## config.mk

```make
export PLATFORM = sky130hd
export DESIGN_NAME = mcard_irq_status
export DESIGN_NICKNAME = d
export VERILOG_FILES = /design/src/rtl/mcard_irq_pkg.sv /design/src/rtl/mcard_rst_sync.sv /design/src/rtl/mcard_sync.sv /design/src/rtl/mcard_w1c_bank.sv /design/src/rtl/mcard_buf_steer.sv /design/src/rtl/mcard_oob_detect.sv /design/src/rtl/mcard_irq_status.sv
export SDC_FILE = /design/constraint.sdc
export NUM_CORES = 1
export LEC_CHECK = 0
export BUFFER_PORTS_ARGS = -buffer_cell sky130_fd_sc_hd__buf_2
export CAP_MARGIN = 10
export CORE_MARGIN = 2
export CORE_UTILIZATION = 43
export CTS_BUF_LIST = sky130_fd_sc_hd__clkbuf_8 sky130_fd_sc_hd__clkbuf_16
export CTS_CLUSTER_SIZE = 8
export DETAILED_ROUTE_END_ITERATION = 12
export PLACE_DENSITY = 0.85
export REMOVE_ABC_BUFFERS = 1
export SKIP_CTS_REPAIR_TIMING = 1
export SLEW_MARGIN = 20
export SYNTH_ARGS = -nofsm -noshare
export SYNTH_HDL_FRONTEND = slang
export SYNTH_SLANG_ARGS = --single-unit
```

## constraint.sdc

```tcl
create_clock -name clk -period 3.3 [get_ports clk]
set_input_delay 0.66 -clock clk [delete_from_list [all_inputs] [get_ports clk]]
set_output_delay 0.66 -clock clk [all_outputs]
set_load 0.1 [all_outputs]
```

## src/rtl/mcard_irq_pkg.sv

```systemverilog
package mcard_irq_pkg;
  localparam int unsigned DW       = 32;
  localparam int unsigned ERR_LO   = 16;
  localparam int unsigned ERR_W    = 16;
  localparam int unsigned B_ERRSUM = 15;
  localparam int unsigned B_OOB    = 9;
  localparam int unsigned B_CARD   = 8;
  localparam int unsigned B_RDRDY  = 5;
  localparam int unsigned B_WRRDY  = 4;
  // bits that always read zero
  localparam logic [DW-1:0] ZERO_MASK = 32'h0000_7CCF;
  // flopped write-one-to-clear flags: errors, out-of-band, read ready, write ready
  localparam int unsigned FLAG_W = ERR_W + 3;
endpackage

```

## src/rtl/mcard_rst_sync.sv

```systemverilog
module mcard_rst_sync (
  input  logic clk,
  input  logic rst_n,
  output logic rst_n_o
);
  logic [1:0] stg_r;

  always_ff @(posedge clk or negedge rst_n) begin
    if (!rst_n) stg_r <= 2'b00;
    else        stg_r <= {stg_r[0], 1'b1};
  end

  assign rst_n_o = stg_r[1];
endmodule

```

## src/rtl/mcard_sync.sv

```systemverilog
module mcard_sync #(
  parameter int unsigned W      = 2,
  parameter int unsigned STAGES = 2
) (
  input  logic         clk,
  input  logic         rst_n,
  input  logic [W-1:0] d_i,
  output logic [W-1:0] q_o
);
  logic [STAGES-1:0][W-1:0] chain_r;
  logic [STAGES-1:0][W-1:0] chain_d;

  always_comb begin
    chain_d[0] = d_i;
    for (int s = 1; s < STAGES; s++) chain_d[s] = chain_r[s-1];
  end

  always_ff @(posedge clk or negedge rst_n) begin
    if (!rst_n) chain_r <= '0;
    else        chain_r <= chain_d;
  end

  assign q_o = chain_r[STAGES-1];

  initial begin
    assert_stages_min_R5: assert (STAGES >= 2);
  end
endmodule

```

## src/rtl/mcard_w1c_bank.sv

```systemverilog
module mcard_w1c_bank #(
  parameter int unsigned W = 19
) (
  input  logic         clk,
  input  logic         rst_n,
  input  logic [W-1:0] set_i,
  input  logic [W-1:0] clr_i,
  output logic [W-1:0] q_o
);
  logic [W-1:0] q_r;
  logic [W-1:0] q_d;
  logic [W-1:0] en;

  // set has priority over clear
  always_comb begin
    en  = set_i | clr_i;
    q_d = set_i | (q_r & ~clr_i);
  end

  always_ff @(posedge clk or negedge rst_n) begin
    if (!rst_n) begin
      q_r <= '0;
    end else begin
      for (int i = 0; i < W; i++) begin
        if (en[i]) q_r[i] <= q_d[i];
      end
    end
  end

  assign q_o = q_r;

  for (genvar g = 0; g < W; g++) begin : g_chk
    assert_set_wins_R11: assert property (@(posedge clk) disable iff (!rst_n)
      set_i[g] |=> q_o[g]);
    assert_w1c_clears_R4: assert property (@(posedge clk) disable iff (!rst_n)
      (clr_i[g] && !set_i[g]) |=> !q_o[g]);
    assert_hold_R3: assert property (@(posedge clk) disable iff (!rst_n)
      (!clr_i[g] && !set_i[g]) |=> $stable(q_o[g]));
  end
endmodule

```

## src/rtl/mcard_buf_steer.sv

```systemverilog
module mcard_buf_steer (
  input  logic clk,
  input  logic rst_n,
  input  logic blk_filled,
  input  logic blk_emptied,
  input  logic rx_dma_en,
  input  logic tx_dma_en,
  output logic set_rdrdy,
  output logic set_wrrdy,
  output logic rx_req,
  output logic tx_req
);
  logic rx_req_d, tx_req_d;
  logic rx_req_r, tx_req_r;

  always_comb begin
    set_rdrdy = blk_filled  & ~rx_dma_en;
    set_wrrdy = blk_emptied & ~tx_dma_en;
    rx_req_d  = blk_filled  &  rx_dma_en;
    tx_req_d  = blk_emptied &  tx_dma_en;
  end

  always_ff @(posedge clk or negedge rst_n) begin
    if (!rst_n) begin
      rx_req_r <= 1'b0;
      tx_req_r <= 1'b0;
    end else begin
      rx_req_r <= rx_req_d;
      tx_req_r <= tx_req_d;
    end
  end

  assign rx_req = rx_req_r;
  assign tx_req = tx_req_r;

  assert_rx_req_cause_R9: assert property (@(posedge clk) disable iff (!rst_n)
    rx_req |-> $past(blk_filled && rx_dma_en));
  assert_tx_req_cause_R9: assert property (@(posedge clk) disable iff (!rst_n)
    tx_req |-> $past(blk_emptied && tx_dma_en));
endmodule

```

## src/rtl/mcard_oob_detect.sv

```systemverilog
module mcard_oob_detect (
  input  logic clk,
  input  logic rst_n,
  input  logic pin_s,
  input  logic pol,
  input  logic en,
  output logic set_o
);
  logic act;
  logic act_r;

  always_comb act = pol ? pin_s : ~pin_s;

  always_ff @(posedge clk or negedge rst_n) begin
    if (!rst_n) act_r <= 1'b0;
    else        act_r <= act;
  end

  always_comb set_o = en & act & ~act_r;
endmodule

```

## src/rtl/mcard_irq_status.sv

```systemverilog
module mcard_irq_status
  import mcard_irq_pkg::*;
#(
  parameter int unsigned         ADDR_W      = 8,
  parameter logic [ADDR_W-1:0]   STAT_ADDR   = 8'h30,
  parameter int unsigned         SYNC_STAGES = 2
) (
  input  logic              clk,
  input  logic              rst_n,
  input  logic [ADDR_W-1:0] reg_addr,
  input  logic [DW-1:0]     reg_wdata,
  input  logic              reg_we,
  output logic [DW-1:0]     reg_rdata,
  input  logic [ERR_W-1:0]  err_evt,
  input  logic              blk_filled,
  input  logic              blk_emptied,
  input  logic              rx_dma_en,
  input  logic              tx_dma_en,
  input  logic              card_irq_lvl,
  input  logic              card_irq_en,
  input  logic              oob_pin,
  input  logic              oob_en,
  input  logic              oob_pol,
  output logic              rx_dma_req,
  output logic              tx_dma_req
);
  logic              rst_ns;
  logic              card_s, oob_s;
  logic              oob_set, set_rd, set_wr;
  logic              wr_hit;
  logic [FLAG_W-1:0] flag_set, flag_clr, flag_q;
  logic [ERR_W-1:0]  err_q;
  logic              oob_q, rd_q, wr_q, card_bit;
  logic [DW-1:0]     status;
  logic              unused_wbits;

  mcard_rst_sync u_rst (
    .clk     (clk),
    .rst_n   (rst_n),
    .rst_n_o (rst_ns)
  );

  mcard_sync #(.W(2), .STAGES(SYNC_STAGES)) u_sync (
    .clk   (clk),
    .rst_n (rst_ns),
    .d_i   ({card_irq_lvl, oob_pin}),
    .q_o   ({card_s, oob_s})
  );

  mcard_oob_detect u_oob (
    .clk   (clk),
    .rst_n (rst_ns),
    .pin_s (oob_s),
    .pol   (oob_pol),
    .en    (oob_en),
    .set_o (oob_set)
  );

  mcard_buf_steer u_buf (
    .clk         (clk),
    .rst_n       (rst_ns),
    .blk_filled  (blk_filled),
    .blk_emptied (blk_emptied),
    .rx_dma_en   (rx_dma_en),
    .tx_dma_en   (tx_dma_en),
    .set_rdrdy   (set_rd),
    .set_wrrdy   (set_wr),
    .rx_req      (rx_dma_req),
    .tx_req      (tx_dma_req)
  );

  always_comb begin
    wr_hit   = reg_we && (reg_addr == STAT_ADDR);
    flag_set = {err_evt, oob_set, set_rd, set_wr};
    flag_clr = wr_hit ? {reg_wdata[ERR_LO +: ERR_W], reg_wdata[B_OOB],
                         reg_wdata[B_RDRDY], reg_wdata[B_WRRDY]}
                      : '0;
  end

  mcard_w1c_bank #(.W(FLAG_W)) u_flags (
    .clk   (clk),
    .rst_n (rst_ns),
    .set_i (flag_set),
    .clr_i (flag_clr),
    .q_o   (flag_q)
  );

  always_comb begin
    {err_q, oob_q, rd_q, wr_q} = flag_q;
    card_bit = card_s & card_irq_en;
    status   = '0;
    status[ERR_LO +: ERR_W] = err_q;
    status[B_ERRSUM]        = |err_q;
    status[B_OOB]           = oob_q;
    status[B_CARD]          = card_bit;
    status[B_RDRDY]         = rd_q;
    status[B_WRRDY]         = wr_q;
    reg_rdata = (reg_addr == STAT_ADDR) ? status : '0;
  end

  assign unused_wbits = ^{reg_wdata[15:10], reg_wdata[8:6], reg_wdata[3:0]};

  assert_zero_bits_R10: assert property (@(posedge clk) disable iff (!rst_ns)
    (reg_rdata & ZERO_MASK) == '0);
  assert_card_gated_R6: assert property (@(posedge clk) disable iff (!rst_ns)
    !card_irq_en |-> !reg_rdata[B_CARD]);
  assert_oob_needs_en_R5: assert property (@(posedge clk) disable iff (!rst_ns)
    $rose(oob_q) |-> $past(oob_en));
  assert_no_rdrdy_in_dma_R9: assert property (@(posedge clk) disable iff (!rst_ns)
    $past(rx_dma_en) |-> !$rose(rd_q));
  assert_no_wrrdy_in_dma_R9: assert property (@(posedge clk) disable iff (!rst_ns)
    $past(tx_dma_en) |-> !$rose(wr_q));
  assert_other_addr_R12: assert property (@(posedge clk) disable iff (!rst_ns)
    (reg_addr != STAT_ADDR) |-> (reg_rdata == '0));
endmodule

```

After elaboration in Yosys (flattened, before gate mapping)
Index checks and enable logic that the tools add are counted.
{"block": "word_totals", "reg_bits": 28, "inputBits": 68, "out_inout_bits": 34, "elab_cells": 46}
{"block": "op_classes", "eq_ne": 1, "mux": 3, "bitwise_logic": 15, "reduce_logical": 2}
{"op": "$or A19 B19 Y19", "n": 2}
{"op": "$mux W32", "n": 1}
{"op": "$and A19 B19 Y19", "n": 1}
{"op": "$mux W19", "n": 1}
{"op": "$not A19 Y19", "n": 1}
{"op": "$reduce_or A16 Y1", "n": 1}
{"op": "$eq A8 B6 Y1 const B", "n": 1}
{"op": "$and A1 B1 Y1", "n": 7}
{"op": "$not A1 Y1", "n": 4}
{"op": "$logic_and A1 B1 Y1", "n": 1}
{"op": "$mux W1", "n": 1}

Logic depth before layout (Yosys ltp)
Gate-level depths: netlist of the first run.
{"block": "depth", "word_depth": 6, "depth_mapped": 5, "depth_no_buf": 3}

Modules after synthesis
A second synthesis of the first run with hierarchy kept.
{"block": "unflattened", "cells_unflattened": 138, "area_unflattened_um2": 1421.4}
{"module": "mcard_w1c_bank", "n_inst": 1, "cells_each": 57, "area_per_inst_um2": 689.4}
{"module": "mcard_irq_status", "n_inst": 1, "cells_each": 65, "area_per_inst_um2": 452.9}
{"module": "mcard_sync", "n_inst": 1, "cells_each": 4, "area_per_inst_um2": 100.1}
{"module": "mcard_buf_steer", "n_inst": 1, "cells_each": 6, "area_per_inst_um2": 82.6}
{"module": "mcard_rst_sync", "n_inst": 1, "cells_each": 3, "area_per_inst_um2": 53.8}
{"module": "mcard_oob_detect", "n_inst": 1, "cells_each": 3, "area_per_inst_um2": 42.5}

Worst setup path after synthesis of the first run
Ideal clock, no wire load.
{"block": "synth_path", "kind": "in2out", "startpoint": "input port reg_addr[3]", "endpoint": "output port reg_rdata[8]", "arrival_ns": 2.389, "t_required_ns": 2.640, "setup_slack_ns": 0.251, "stages": 4, "path_buffers": 1, "path_cell_list": "or4_1 -> nor4_4 -> buf_2 -> and3_1"}
{"block": "synth_between", "elab_chain_len": 2}
{"element": "start: declaration", "line": "mcard_irq_status.sv:10", "source": "input logic [ADDR_W-1:0] reg_addr,"}
{"element": "$eq A8 B6 Y1", "line": "mcard_irq_status.sv:98", "source": "reg_rdata = (reg_addr == STAT_ADDR) ? status : '0;"}
{"element": "$mux W32", "line": "mcard_irq_status.sv:98"}
{"element": "end: declaration", "line": "mcard_irq_status.sv:13", "source": "output logic [DW-1:0] reg_rdata,"}
Every way passes these cells.

Final worst setup path of the first run
Same ends and word-level chain as after synthesis.

==> results.json, run 1 <==
{
  "status": "finished, final reports clean",
  "crit_chain": "buf_2 > or4_1 > nor4_4 > buf_4 > and3_1 > buf_12",
  "vias": 1243,
  "period_share_pct": 86.2,
  "switchingPower_uw": 196,
  "antenna_cells": 0,
  "cts.sinks": 28,
  "seq_area_frac_synth_pct": 51.3,
  "ant_nets": 0,
  "fin_util_pct": 69.6,
  "seqPwrFrac_pct": 54.0,
  "timing.clock.skew_ns": 0.00596,
  "cp_slowest_cell": "or4_1",
  "wire_per_inst_um": 11.1,
  "synth_warnings": 0,
  "layout_common_cells": "buf_2 (56), nor2_1 (36), dfrtp_1 (27), and2_1 (22), buf_12 (21)",
  "setup_viol": 0,
  "clockBufferDepth": 2,
  "dp_hpwl_um": 2530,
  "grt_usage_pct": 18.3,
  "clk_latency_ns": 0.26,
  "p_comb_share_pct": 19.6,
  "cts_root_buf": "clkbuf_8",
  "portBuffers": 77,
  "yosys_register_bits": 28,
  "path_max_fanout": 18,
  "start_util_pct": 45.1,
  "pwr-share-clk_pct": 26.5,
  "wirelength_um": 3060,
  "critPathKind": "in -> out",
  "vdd_drop_max_mv": 0.268,
  "hold_viol_final": 0,
  "fillers": 242,
  "stdcell_area_mm2": 0.00211,
  "power_density_mw_per_mm2": 314,
  "drcViolationCount": 0,
  "switching_share_pct": 29.7,
  "crit_required_ns": 2.64,
  "crit_path_max_incr_delay_ns": 0.57,
  "timing.hold.ws_ns": 0.163,
  "ys_types": 20,
  "endpoint_kind": "primary output",
  "synth_top_area_share_pct": 51.3,
  "antenna_found_initial": 0,
  "worst_pin_slew_ns": 0.549,
  "syn_to_final_growth_pct": 54.2,
  "hp-class": "in -> async",
  "cts_tree": "built",
  "postPlaceCellArea_mm2": 0.00206,
  "std_cell_rows": 20,
  "rsz0062_at_grt": "no",
  "die_w_um": 60.4,
  "dieArea_mm2": 0.00364,
  "yosysTopAreaCell": "dfrtp_1",
  "routed_via_density": 4.49,
  "synthCells": 158,
  "netlist_top_cells_area": "dfrtp_1 (51%), and2_1 (10%), nor2_1 (9.9%), a21oi_1 (6.6%), buf_4 (6.0%)",
  "mostFrequentLayoutCell": "buf_2",
  "grt_max_degree": 27,
  "grt_pass1_vias": 1207,
  "drtIter0Drc": 21,
  "netlist_area_mm2": 0.00137,
  "die-height_um": 60.4,
  "grt_overflow": 0,
  "syn_area_per_cell_um2": 8.65,
  "slew_headroom_pct": 63.4,
  "report.final.slew_viol_count": 0,
  "gp_congestion": 0.687,
  "cts_made_buffers": 3,
  "p_int_uw": 465,
  "drv_cap": 0,
  "cp_data_arrival_time_ns": 2.18,
  "layout-drive-gt1-share_pct": 36.1,
  "crit_path_start_kind": "input port",
  "fin_crit_ns": 2.84,
  "coreArea_mm2": 0.00303,
  "grt_pass1_wl_um": 4950,
  "power.total_uw": 661,
  "cts_max_level": 1,
  "fmax_ghz": 0.352,
  "io_pins": 102,
  "layout.nets": 303,
  "total_leakage_power_uw": 0.000966,
  "path_clk_slew_ns": 0.09,
  "first_pass_iters": 4
}
-- path summary, 6_finish.rpt --
path | start | to | slack, ns | depth (start not counted)
max reg2reg | u_flags.q_o[2] | u_flags.q_o[2] | 2.40 | 3
min | rst_n | u_rst.stg_r[1] | 0.16 | 1
max in group asynchronous | u_rst.stg_r[1] | u_flags.q_o[13] | 2.67 | 0
max | reg_addr[3] | reg_rdata[8] | 0.46 | 6
min in group clk | u_sync.chain_d[3] | u_sync.q_o[1] | 0.36 | 0
min reg2reg | u_rst.stg_r[1] | u_flags.q_o[1] | 0.26 | 0
-- sequential cells by signal, summed over array words and instances, names as in the netlist --
register and cells:
u_oob.act_r 1, u_flags.q_o 19, u_buf.tx_req 1, u_buf.rx_req 1, u_rst.stg_r 2, u_sync.chain_d 2, u_sync.q_o 2
-- power by group through the flow --
stage	clock [µW]	combinational [µW]	sequential (µW)
floorplan	0	75.3	371
global placement	0	127	364
detailed placement	0	130	364
CTS	183	130	357
global route	198	138	359
finish	175	129	357
-- final cells by class --
type,instances,area (µm²),area share (%)
Timing Repair Buffer,79,716,34.0
Sequential cell,28,702,33.3
Multi-Input combinational cell,121,586,27.8
Tap cell,44,55.1,2.61
Clock buffer,3,41.3,1.96
Inverter,2,7.51,0.356
-- through the flow --
| stage | instances | worst slack [ns] | setup TNS [ns] |
|---|---|---|---|
| floorplan | 151 | -0.304 | -5.55 |
| global placement | 274 | 0.483 | 0 |
| detailed placement | 274 | 0.445 | 0 |
| CTS | 277 | 0.441 | 0 |
| global route | 277 | 0.357 | 0 |
| finish | 277 | 0.456 | 0 |
-- per-layer routing --
layer | routed length (µm) | vias up | part of all wire (%) | track usage, %
met3 | 205 | 2 | 6.7 | 3.41
met2 | 1680 | 45 | 55 | 35.1
met1 | 1170 | 559 | 38 | 20.7
met4 | 10 | 0 | 0.33 | 4.76
met5 | 0 | - | 0 | 0
li1 | - | 637 | - | -
-- cell usage after synthesis, drive strengths merged --
library cell / number
a21boi: 1
or4: 1
and2: 22
xnor2: 1
nand2: 19
clkbuf: 2
nand4: 1
buf: 15
and3: 1
a21oi: 18
dfrtp: 28
a31oi: 1
nor4: 5
nor2: 36
o21ai: 1
conb: 2
inv: 2
nor2b: 2
-- cell families (layout without fill, tap and decap cells) --
kind of cell              Yosys count  in the layout  share of synthesized area [%]
and+or+nand+nor                    87             87                           31.0
DFF                                28             28                           51.3
AOI/OAI and AO/OA                  21             21                           7.97
buffers and inverters              19             84                           8.61
other                               2             12                          0.550
xor gates and xnor gates            1              1                          0.641
-- worst max-delay path, delay by kind of cell --
kind / cells / cell delay (ns)
simple gates: 3 / 0.99
buf+inv: 3 / 0.53
(Power assumes the default switching activity.)
==> inputs of run 2 (changes only) <==
--- a/config.mk
+++ b/config.mk
@@ -12,10 +12,11 @@
 export CTS_BUF_LIST = sky130_fd_sc_hd__clkbuf_8 sky130_fd_sc_hd__clkbuf_16
 export CTS_CLUSTER_SIZE = 8
 export DETAILED_ROUTE_END_ITERATION = 12
-export PLACE_DENSITY = 0.85
+export PLACE_DENSITY = 0.84
 export REMOVE_ABC_BUFFERS = 1
 export SKIP_CTS_REPAIR_TIMING = 1
 export SLEW_MARGIN = 20
 export SYNTH_ARGS = -nofsm -noshare
 export SYNTH_HDL_FRONTEND = slang
+export SYNTH_HIERARCHICAL = 1
 export SYNTH_SLANG_ARGS = --single-unit
==> results.json, run 2 <==
{
  "power.total_uw": 742,
  "grt_max_degree": 41,
  "total_leakage_power_uw": 0.00101,
  "vias": 1164,
  "fin_crit_ns": 2.93,
  "crit_path_max_incr_delay_ns": 0.53,
  "yosysTopAreaCell": "dfrtp_1",
  "path_clk_slew_ns": 0.10,
  "antenna_cells": 0,
  "report.final.slew_viol_count": 0,
  "finalNonFillerCells": 258,
  "die-height_um": 61.5,
  "setup_viol": 0,
  "drtIter0Drc": 15,
  "die_w_um": 61.5,
  "cts_made_buffers": 3,
  "cp_top_family": "simple AND/OR/NAND/NOR gates",
  "portBuffers": 77,
  "fin_ws_ns": 0.373,
  "antenna_found_initial": 0,
  "cp_slowest_cell": "or4_4",
  "wirelength_um": 3020,
  "synth_commonest_cells": "dfrtp_1 (28), and2_1 (20), and3_1 (20)",
  "clk_latency_ns": 0.28,
  "grt_usage_pct": 17.0,
  "synthCells": 138,
  "synth_most_common_cell": "dfrtp_1",
  "cts_tree": "built",
  "cts_root_buf": "clkbuf_8",
  "synth_async_sr_flop_share_pct": 100,
  "first_pass_iters": 4,
  "cts_max_level": 1,
  "cts.sinks": 28,
  "path_buf_inv": 3,
  "wire_per_inst_um": 11.7,
  "drcViolationCount": 0,
  "synth_top_area_share_pct": 49.3,
  "clockBufferDepth": 2,
  "cp_data_arrival_time_ns": 2.27,
  "seq_area_frac_synth_pct": 49.3,
  "coreArea_mm2": 0.00310,
  "routed_via_density": 4.51,
  "synth_edf_count": 0,
  "rsz0062_at_grt": "no",
  "layout.nets": 283,
  "grt_overflow": 0,
  "endpoint_kind": "primary output",
  "fin_util_pct": 69.7,
  "dp_hpwl_um": 2470,
  "crit_chain": "buf_2 > or4_4 > nor4_4 > buf_4 > and3_1 > buf_12",
  "path_max_fanout": 40,
  "netlist_area_mm2": 0.00142,
  "vdd_drop_max_mv": 0.221,
  "fillers": 258,
  "critPathKind": "in -> out",
  "io_pins": 102,
  "hp-class": "in -> async",
  "crit_path_start_kind": "input port",
  "dp_cells": 254,
  "gp_congestion": 0.663,
  "ys_types": 18,
  "mostFrequentLayoutCell": "buf_2",
  "syn_to_final_growth_pct": 52.2,
  "status": "finished, final reports clean",
  "power_density_mw_per_mm2": 343,
  "layout-drive-gt1-share_pct": 41.6,
  "timing.clock.skew_ns": 0.0133,
  "hold_viol_final": 0,
  "synth_ff_type": "dfrtp_1",
  "dieArea_mm2": 0.00378,
  "period_share_pct": 88.7,
  "crit_required_ns": 2.64,
  "start_util_pct": 45.8,
  "dp_slack_ns": 0.370,
  "ant_nets": 0,
  "grt_pass1_wl_um": 4700,
  "netlist_top_cells_area": "dfrtp_1 (49%), a21o_1 (10%), and2_1 (8.8%), and3_1 (8.8%), buf_4 (5.8%)",
  "layout_common_cells": "buf_2 (56), dfrtp_1 (27), buf_12 (21), and2_1 (20), and3_1 (20)",
  "fmax_ghz": 0.342,
  "syn_area_per_cell_um2": 10.3,
  "worst_pin_slew_ns": 0.558,
  "grt_pass1_vias": 1079,
  "largest_reg_flops": 19,
  "synth_warnings": 6,
  "yosys_register_bits": 28,
  "drv_cap": 0,
  "slew_headroom_pct": 62.8,
  "std_cell_rows": 20
}
## run 2: final timing paths
check / cells past startpoint / start / endpoint / slack, ns
max in group asynchronous: 0 / u_rst/stg_r[1] / u_oob/act_r / 2.65
max: 6 / reg_addr[7] / reg_rdata[8] / 0.37
min in group clk: 0 / u_sync/chain_d[3] / u_sync/q_o[1] / 0.36
max reg2reg: 3 / u_sync/q_o[0] / u_flags/q_o[2] / 2.36
min: 1 / rst_n / u_rst/stg_r[0] / 0.15
min reg2reg: 0 / u_rst/stg_r[1] / u_flags/q_o[7] / 0.27
## run 2: final cells by class
type                       count  area [µm²]  area share, %
timing repair buffer          78         708           32.7
sequential                    28         702           32.4
multi-input combinational     85         556           25.7
inverter                      19        71.3           3.30
tap                           44        55.1           2.54
clock buffer                   3        41.3           1.91
clock inverter                 1        30.0           1.39
## run 2: report_power, final
| part | leakage (µW) | switching (µW) | internal, µW | total (µW) |
|---|---|---|---|---|
| registers | 0.000273 | 7.54 | 349 | 357 |
| clock network | 0.0000357 | 105 | 162 | 268 |
| logic | 0.000697 | 86.0 | 31.4 | 117 |
| total | 0.00101 | 199 | 543 | 742 |
## run 2: kinds of logic after synthesis
logic type | after synthesis | share of synthesized area [%]
compound gates | 19 | 10.0
xor+xnor | 1 | 0.616
buf+inv | 35 | 14.3
flops | 28 | 49.3
other cells | 2 | 0.528
simple gates | 53 | 25.3
## run 2: stage by stage
stage	hold WS [ns]	instance area, µm²	TNS, ns
4_1_cts	0.146	2160	0
6_report	0.146	2160	0
5_1_grt	0.129	2160	0
3_3_place_gp	0.333	2090	0
3_5_place_dp	0.336	2090	0
2_1_floorplan	0.331	1330	-3.34
## run 2: routing by layer
layer / GRT usage [%] / part of all wire [%]
met3: 7.77 / 11
met1: 18.3 / 37
met2: 31.0 / 52
met5: 0 / 0
met4: 2.74 / 0.56
